[src/rtl/fdiv_pkg.sv]
package fdiv_pkg;

   // How an all-zero integer field is read
   typedef enum logic [0:0] {
      ZERO_IS_MAX = 1'b0,   // 0 selects 2**INT_W
      ZERO_IS_ONE = 1'b1    // 0 is clamped to a ratio of one
   } zero_mode_e;

endpackage

[src/rtl/fdiv_setting_watch.sv]
module fdiv_setting_watch #(
   parameter int INT_W  = 8,
   parameter int FRAC_W = 4
) (
   input  logic              clk,
   input  logic              rst_n,
   input  logic [INT_W-1:0]  div_int,
   input  logic [FRAC_W-1:0] div_frac,
   output logic              restart
);

   localparam int SET_W = INT_W + FRAC_W;

   logic [SET_W-1:0] last_q;
   logic [SET_W-1:0] now_w;

   assign now_w = {div_int, div_frac};

   // Synchronous reset loads the live settings so release causes no restart
   always_ff @(posedge clk) begin
      if (!rst_n) last_q <= now_w;
      else        last_q <= now_w;
   end

   assign restart = rst_n && (now_w != last_q);

endmodule

[src/rtl/fdiv_frac_accum.sv]
module fdiv_frac_accum #(
   parameter int FRAC_W = 4
) (
   input  logic              clk,
   input  logic              rst_n,
   input  logic              clear,
   input  logic              advance,
   input  logic [FRAC_W-1:0] frac,
   output logic              carry,
   output logic [FRAC_W-1:0] acc
);

   logic [FRAC_W:0] sum_w;

   assign sum_w = {1'b0, acc} + {1'b0, frac};
   assign carry = sum_w[FRAC_W];

   always_ff @(posedge clk) begin
      if (!rst_n || clear) acc <= '0;
      else if (advance)    acc <= sum_w[FRAC_W-1:0];
   end

endmodule

[src/rtl/fdiv_interval.sv]
module fdiv_interval #(
   parameter int CNT_W = 9
) (
   input  logic             clk,
   input  logic             rst_n,
   input  logic             clear,
   input  logic             run,
   input  logic [CNT_W-1:0] last_val,
   output logic             at_end,
   output logic [CNT_W-1:0] cnt
);

   assign at_end = (cnt == last_val);

   always_ff @(posedge clk) begin
      if (!rst_n || clear) cnt <= '0;
      else if (run) begin
         if (at_end) cnt <= '0;
         else        cnt <= cnt + CNT_W'(1);
      end
   end

endmodule

[src/rtl/fdiv_tick_gen.sv]
module fdiv_tick_gen #(
   parameter int                  INT_W     = 8,
   parameter int                  FRAC_W    = 4,
   parameter fdiv_pkg::zero_mode_e ZERO_MODE = fdiv_pkg::ZERO_IS_MAX
) (
   input  logic              clk,
   input  logic              rst_n,
   input  logic              en,
   input  logic [INT_W-1:0]  div_int,
   input  logic [FRAC_W-1:0] div_frac,
   output logic              tick
);

   localparam int CNT_W = INT_W + 1;

   // Elaboration-time parameter checks
   if (INT_W < 1 || INT_W > 16) begin : g_bad_int
      $error("fdiv_tick_gen: INT_W out of range");
   end
   if (FRAC_W < 1 || FRAC_W > 8) begin : g_bad_frac
      $error("fdiv_tick_gen: FRAC_W out of range");
   end

   logic             restart;
   logic             carry;
   logic [FRAC_W-1:0] acc;
   logic [CNT_W-1:0] n_eff;
   logic [CNT_W-1:0] last_val;
   logic [CNT_W-1:0] cnt;
   logic             at_end;
   logic             run;

   // Effective integer count: variant chosen by parameter
   if (ZERO_MODE == fdiv_pkg::ZERO_IS_MAX) begin : g_zero_max
      assign n_eff = (div_int == '0) ? CNT_W'(1) << INT_W : {1'b0, div_int};
   end else begin : g_zero_one
      assign n_eff = (div_int == '0) ? CNT_W'(1) : {1'b0, div_int};
   end

   // Interval ends on count N-1, stretched by one when the fraction carries
   assign last_val = n_eff - CNT_W'(1) + CNT_W'(carry);
   assign run      = rst_n && en && !restart;
   assign tick     = run && at_end;

   fdiv_setting_watch #(.INT_W(INT_W), .FRAC_W(FRAC_W)) u_watch (
      .clk      (clk),
      .rst_n    (rst_n),
      .div_int  (div_int),
      .div_frac (div_frac),
      .restart  (restart)
   );

   fdiv_frac_accum #(.FRAC_W(FRAC_W)) u_accum (
      .clk     (clk),
      .rst_n   (rst_n),
      .clear   (restart),
      .advance (tick),
      .frac    (div_frac),
      .carry   (carry),
      .acc     (acc)
   );

   fdiv_interval #(.CNT_W(CNT_W)) u_interval (
      .clk      (clk),
      .rst_n    (rst_n),
      .clear    (restart),
      .run      (run),
      .last_val (last_val),
      .at_end   (at_end),
      .cnt      (cnt)
   );

   AST_IDLE_HOLD: assert property (@(posedge clk) disable iff (!rst_n)
      (!en && !restart) |=> ($stable(cnt) && $stable(acc)));

   AST_RESTART_CLEARS: assert property (@(posedge clk) disable iff (!rst_n)
      restart |=> (cnt == '0 && acc == '0));

   AST_ACC_ONLY_ON_TICK: assert property (@(posedge clk) disable iff (!rst_n)
      (!tick && !restart) |=> $stable(acc));

   AST_CNT_LIMIT: assert property (@(posedge clk) disable iff (!rst_n)
      !restart |-> (cnt <= last_val));

   AST_PULSE_WIDTH: assert property (@(posedge clk) disable iff (!rst_n)
      (tick && n_eff >= CNT_W'(2)) |=> !tick);

endmodule

[config.mk]
export PLATFORM = sky130hd
export DESIGN_NAME = fdiv_tick_gen
export DESIGN_NICKNAME = d
export VERILOG_FILES = /design/src/rtl/fdiv_pkg.sv /design/src/rtl/fdiv_setting_watch.sv /design/src/rtl/fdiv_frac_accum.sv /design/src/rtl/fdiv_interval.sv /design/src/rtl/fdiv_tick_gen.sv
export SDC_FILE = /design/constraint.sdc
export NUM_CORES = 1
export LEC_CHECK = 0
export BUFFER_PORTS_ARGS = -buffer_cell sky130_fd_sc_hd__buf_2
export CAP_MARGIN = 30
export CORE_MARGIN = 4
export CORE_UTILIZATION = 53
export CTS_CLUSTER_DIAMETER = 120
export CTS_CLUSTER_SIZE = 25
export DETAILED_ROUTE_END_ITERATION = 12
export HOLD_SLACK_MARGIN = 0.03
export PLACE_DENSITY = 0.73
export SLEW_MARGIN = 15
export SYNTH_ARGS = -nofsm -noshare
export SYNTH_HDL_FRONTEND = slang
export SYNTH_SLANG_ARGS = --single-unit
[constraint.sdc]
create_clock -name clk -period 3.5 [get_ports clk]
set_input_delay 0.35 -clock clk [delete_from_list [all_inputs] [get_ports clk]]
set_output_delay 0.35 -clock clk [all_outputs]
set_load 0.03 [all_outputs]
==> flow_summary_export.csv, run 1 <==
group,metric,value,unit
timing,finClkSkew,0.00798,ns
cells_and_area,final_net_count,194,
timing,period_needed,3.42,ns
yosys,synthFlopType,"dfxtp_1",
status,status,"finished clean",
critical_path,cp-end-kind,"output port",
worst_hold_path,worst_hold_path_type,"in2reg",
yosys,synth.top_cell.area_share,0.351,
power_and_ir_drop,p_clk_frac,0.258,
cts,clock_sinks,25,
power_and_ir_drop,p_switching,132,µW
die,die_x,59.9,µm
flow_run,drv_cap,0,
detailed_routing,drc_errors,0,
cells_and_area,final_common_cell,"dfxtp_1",
global_route,grt_pass1_vias,1128,
yosys,synth_area,1430,µm²
die,io_pins,16,
cells_and_area,fin_area,1650,µm²
yosys,synth_cells,154,
global_route,antenna_found_initial,0,
power_and_ir_drop,ir_drop,0.276,mV
cts,clk_latency,0.32,ns
detailed_routing,drt_iter0_markers,34,
cells_and_area,fillers,216,
cts,cts_max_path_buffers,2,
detailed_routing,routed_wl,3280,µm
timing,finalHoldViolCount,0,
die,die_h,59.9,µm
yosys,synth-seq-area-share,0.351,
die,fp.coreArea,2520,µm²
place,dp_hpwl,2280,µm
timing,worst_pin_slew,0.593,ns
yosys,yosys_warnings,0,
die,initial_core_util,0.565,
place,dp_cells,194,
critical_path,cp_max_fo,8,
critical_path,startpoint_type,"flip-flop",
power_and_ir_drop,p_int,371,µW
timing,layout_setup_ws,0.0762,ns
cts,numCtsBuffers,3,
cts,postCtsHoldBufs,0,
timing,max_slew_margin,0.603,
place,placedInstanceArea,1530,µm²
detailed_routing,vias,1205,
timing,setup_violations,0,
yosys,yosysTopAreaCell,"dfxtp_1",
cts,htreeDepth,1,
cells_and_area,syn_to_final_growth,15.8,%
timing,fmax,292,MHz
yosys,synth_area_per_cell,9.25,µm²
yosys,synth_nets,177,
place,portBuffers,15,
detailed_routing,ant_nets,0,
critical_path,worstSetupPathType,"reg2out",
power_and_ir_drop,seqPwrFrac,0.585,
detailed_routing,drtPass1Iterations,4,
global_route,grt_pass1_wl,5120,µm
place,gp_congestion,0.829,
yosys,synth.distinct_cells,39,
critical_path,cp.required,3.15,ns
power_and_ir_drop,leakage,0.621,nW
yosys,ys_seq_elements,25,
timing,rsz0062_at_grt,"yes",
yosys,synth_edf_count,0,
detailed_routing,drt-vias-per-instance,6.03,
cts,cts_tree,"done",
power_and_ir_drop,switching_share,0.263,
power_and_ir_drop,power_density,305,nW/µm²
die,row_count,18,
cts,ctsRootBufferMaster,"clkbuf_4",
yosys,ys_async_sr_fraction,0,
critical_path,arrival,3.07,ns
cells_and_area,insertedDiodeCount,0,
global_route,grt_max_degree,14,
cells_and_area,stdcell_count,200,
cells_and_area,layout_common_cells,"24 x dfxtp_1, 16 x xnor2_1, 14 x buf_2",
timing,period_share,0.978,
yosys,synth.area.top_cells,"dfxtp_1 35%, xnor2_1 9.8%, xor2_1 8.0%, ha_1 6.1%, nand4_1 4.4%",
cts,path_clk_slew,0.14,ns
global_route,grt-ovfl-total,0,
global_route,gr-usage-all-layers,0.189,
timing,drv_slew,0,
cells_and_area,drive_above_1_share,0.235,
die,die_area,3580,µm²
power_and_ir_drop,power_frac_comb,0.158,
place,dp_slack,0.0772,ns
detailed_routing,wl_per_cell,16.4,µm
## through the flow
step	total power, mW	util	hold WS, ns	setup TNS [ns]
floorplan	0.344	-	0.378	0
global placement	0.367	0.606	0.463	0
detailed placement	0.369	0.606	0.476	0
CTS	0.499	0.627	0.161	0
global route	0.531	0.654	0.145	-0.107
finish	0.504	0.654	0.165	0
## logic make-up after synthesis
kind of cell,Yosys count,share of synthesized area
and+or+nand+nor,46,0.185
AOI/OAI and AO/OA,30,0.151
xor gates and xnor gates,30,0.194
DFF,25,0.351
buffers and inverters,15,0.0430
adders and majority gates,8,0.0755
## flip-flops by register name, summed over array words and instances, names as in the netlist
signal	flops
u_accum.acc	4
u_interval.cnt	9
u_watch.last_q	12
## Yosys cell counts (all sizes together), types with 2 or more instances
cell type / count
o31ai: 3
nor2: 12
nor2b: 3
a31oi: 3
buf: 2
nor4: 3
nand2: 5
a21o: 2
inv: 8
nor3: 4
and3b: 2
a31o: 2
nand4: 10
dfxtp: 25
clkbuf: 5
a21oi: 7
and3: 2
xnor2: 16
xor2: 13
o211ai: 4
o21ai: 3
ha: 7
## power by group through the flow
| stage | sequential (mW) | combinational (mW) | clock (mW) |
|---|---|---|---|
| 2_1_floorplan | 0.301 | 0.0434 | 0 |
| 3_3_place_gp | 0.301 | 0.0654 | 0 |
| 3_5_place_dp | 0.301 | 0.0673 | 0 |
| 4_1_cts | 0.295 | 0.0712 | 0.132 |
| 5_1_grt | 0.295 | 0.0877 | 0.148 |
| 6_report | 0.294 | 0.0795 | 0.130 |
## what timing repair did
item / 4_1_cts / 5_1_grt
endpoints found under the setup margin: 1 / 1
pin swaps: 2 / 12
buffers inserted: 0 / 2
cloned: 0 / 0
resized for setup: 8 / 12
## per-layer routing
layer,GRT usage,routed length [µm],vias up,part of all wire
met1,0.248,1380,582,0.42
li1,-,-,576,-
met4,0.0601,63,0,0.019
met5,0,0,-,0
met3,0.0367,151,7,0.046
met2,0.312,1690,40,0.52
## final timing paths
path                  start                end  slack (ns)  cells after the start
min             div_frac[2]  u_watch.last_q[2]        0.17                      1
max reg2reg  u_accum.acc[0]  u_interval.cnt[8]        0.43                     14
min reg2reg  u_accum.acc[3]     u_accum.acc[3]        0.49                      2
max          u_accum.acc[0]               tick        0.08                     14
## worst max-delay path: stages (launching register included)
cell	delay, ns
dfxtp_4	0.39
ha_4	0.14
inv_2	0.04
fa_2	0.37
inv_2	0.06
a21o_1	0.12
a21oi_2	0.06
ha_2	0.22
ha_4	0.20
nor2b_4	0.13
or3_1	0.30
a31oi_1	0.21
nand3_1	0.14
nor4_2	0.18
buf_4	0.21
## cell type report
| cell class | instances | area [µm²] | area share |
|---|---|---|---|
| multi-input cells | 114 | 945 | 0.572 |
| repair buffers | 19 | 108 | 0.0652 |
| inverters | 8 | 30.0 | 0.0182 |
| flip-flops and latches | 25 | 504 | 0.306 |
| clock buffers | 4 | 26.3 | 0.0159 |
| well taps | 30 | 37.5 | 0.0227 |
(Power assumes the default switching activity.)
==> run 2: changes to the inputs <==
- PLACE_DENSITY: 0.73 -> 0.74
==> run 2 against run 1 <==
Clock skew down 0.0041 ns. Clock-buffer cell count unchanged. Largest power group unchanged. Clock power up 5%. Sequential power about the same. Critical path type unchanged. Highest routed layer unchanged. Global-route usage down 0.60 points. Critical endpoint unchanged.
==> flow_summary_export.csv, run 2 (synthesized netlist as in run 1, its figures left out) <==
group,metric,value,unit
critical_path,crit_slowest_cell,"dfxtp_2",
cts,clk_latency,0.34,ns
place,portBuffers,15,
place,gp_congestion,0.826,
critical_path,startpoint_type,"flip-flop",
timing,period_needed,3.48,ns
cts,postCtsHoldBufs,0,
critical_path,cp-end-kind,"output port",
place,dp_slack,0.0625,ns
cts,cts_tree,"done",
global_route,grt_pass1_vias,1144,
cts,path_clk_slew,0.13,ns
place,placedInstanceArea,1530,µm²
critical_path,arrival,3.13,ns
critical_path,ff2ff_path_depth,14,
worst_hold_path,hp-start,"div_frac[2]",
global_route,grt_max_degree,14,
detailed_routing,wl_met1,1440,µm
worst_hold_path,min_to,"u_watch.last_q[2]",
die,die_area,3580,µm²
power_and_ir_drop,ir_drop,0.274,mV
cells_and_area,largest_reg_flops,12,
detailed_routing,routed_wl,3250,µm
cells_and_area,insertedDiodeCount,0,
critical_path,path_cells,"ha_4 > inv_2 > fa_2 > inv_2 > a21o_1 > a21oi_2 > ha_2 > nor2b_4 > buf_4 > a31o_1 > a2111oi_4 > nand3_1 > nor4_2 > buf_4",
cells_and_area,final_common_cell,"dfxtp_1",
global_route,gr-usage-all-layers,0.183,
worst_hold_path,min_delay_path_depth,1,
die,row_count,18,
timing,worst_pin_slew,0.529,ns
die,initial_core_util,0.565,
timing,drv_slew,0,
cells_and_area,layout_common_cells,"24 x dfxtp_1, 16 x xnor2_1, 14 x buf_2",
power_and_ir_drop,power.total,509,µW
detailed_routing,vias,1191,
cells_and_area,syn_to_final_growth,16.5,%
cts,numCtsBuffers,3,
timing,period_share,0.995,
global_route,grt-ovfl-total,0,
critical_path,rr_startpoint,"u_accum.acc[0]",
critical_path,r2r_setup_slack,0.50,ns
critical_path,r2r-end,"u_interval.cnt[8]",
die,die_h,59.9,µm
detailed_routing,wl_met3,122,µm
global_route,grt_pass1_wl,4890,µm
cts,cts_max_path_buffers,2,
cells_and_area,final_net_count,197,
critical_path,path_delay_family,"compound AO/OA/AOI/OAI gates",
timing,layout_setup_ws,0.0182,ns
detailed_routing,drt_iter0_markers,37,
cts,clock_sinks,25,
status,status,"finished clean",
cells_and_area,fillers,207,
detailed_routing,drc_errors,0,
cells_and_area,regMostFlops,"u_watch.last_q",
die,die_x,59.9,µm
place,dp_hpwl,2290,µm
detailed_routing,wl_per_cell,16.0,µm
detailed_routing,ant_nets,0,
worst_hold_path,worst_hold_path_type,"in2reg",
critical_path,critPathMaxStageDelay,0.39,ns
timing,rsz0062_at_grt,"yes",
detailed_routing,top_layer_used,"met4",
critical_path,cp_max_fo,3,
detailed_routing,drtPass1Iterations,4,
detailed_routing,drt-vias-per-instance,5.87,
timing,finalHoldViolCount,0,
timing,fmax,287,MHz
die,fp.coreArea,2520,µm²
die,io_pins,16,
cells_and_area,drive_above_1_share,0.237,
power_and_ir_drop,power_density,307,nW/µm²
cts,ctsRootBufferMaster,"clkbuf_4",
timing,setup_violations,0,
flow_run,drv_cap,0,
cells_and_area,fin_area,1660,µm²
timing,max_slew_margin,0.646,
cts,htreeDepth,1,
critical_path,worstSetupPathType,"reg2out",
timing,finClkSkew,0.00388,ns
critical_path,crit_buf_inv,4,
global_route,antenna_found_initial,0,
power_and_ir_drop,leakage,0.632,nW
critical_path,cp.required,3.15,ns
cells_and_area,top_regs,"u_watch.last_q (12), u_interval.cnt (9), u_accum.acc (4)",
detailed_routing,wl_met2,1590,µm
## run 2: cell types whose count changed in the layout (fill, tap and decap cells not counted)
cell,change
clkbuf_2,+1
nor2b_1,+1
nor3b_1,+1
nor3b_2,-1
dfxtp_4,-1
nor2b_2,-1
buf_4,+2
dfxtp_2,+1
## run 2: cell type report
type | instances | area, µm² | share of cell area
clock buffers | 4 | 26.3 | 0.0158
flip-flops and latches | 25 | 502 | 0.302
well taps | 30 | 37.5 | 0.0226
multi-input cells | 114 | 937 | 0.564
inverters | 8 | 30.0 | 0.0181
repair buffers | 22 | 128 | 0.0769
## run 2: layer usage
| metal | up-vias | global-route usage |
|---|---|---|
| met1 | 563 | 0.231 |
| met3 | 9 | 0.0281 |
| met4 | 0 | 0.0981 |
| met2 | 32 | 0.298 |
| met5 | - | 0 |
| li1 | 587 | - |
## run 2: through the flow
| stage | utilization | setup TNS (ns) | hold WS [ns] | cells |
|---|---|---|---|---|
| floorplan | - | 0 | 0.378 | 154 |
| global placement | 0.606 | 0 | 0.463 | 194 |
| detailed placement | 0.606 | 0 | 0.472 | 194 |
| CTS | 0.626 | 0 | 0.147 | 198 |
| global route | 0.658 | -0.119 | 0.138 | 203 |
| finish | 0.658 | 0 | 0.147 | 203 |
## run 2: worst max path at each step
stage                         from   end  slack (ns)  cells past startpoint
detailed placement     div_frac[0]  tick        0.06                     15
floorplan              div_frac[0]  tick        0.08                     14
finish              u_accum.acc[0]  tick        0.02                     14
CTS                 u_accum.acc[0]  tick        0.03                     14
global route        u_accum.acc[0]  tick       -0.12                     14
global placement       div_frac[0]  tick        0.18                     15
## run 2: power breakdown
part	switching, mW	internal [mW]
sequential	0.00293	0.292
combinational	0.0435	0.0354
clock	0.0907	0.0449
## run 2: repair_timing
action,in CTS,in global routing
setup buffers,0,5
endpoints found under the setup margin,1,1
pin swaps,1,9
resized for setup,7,10
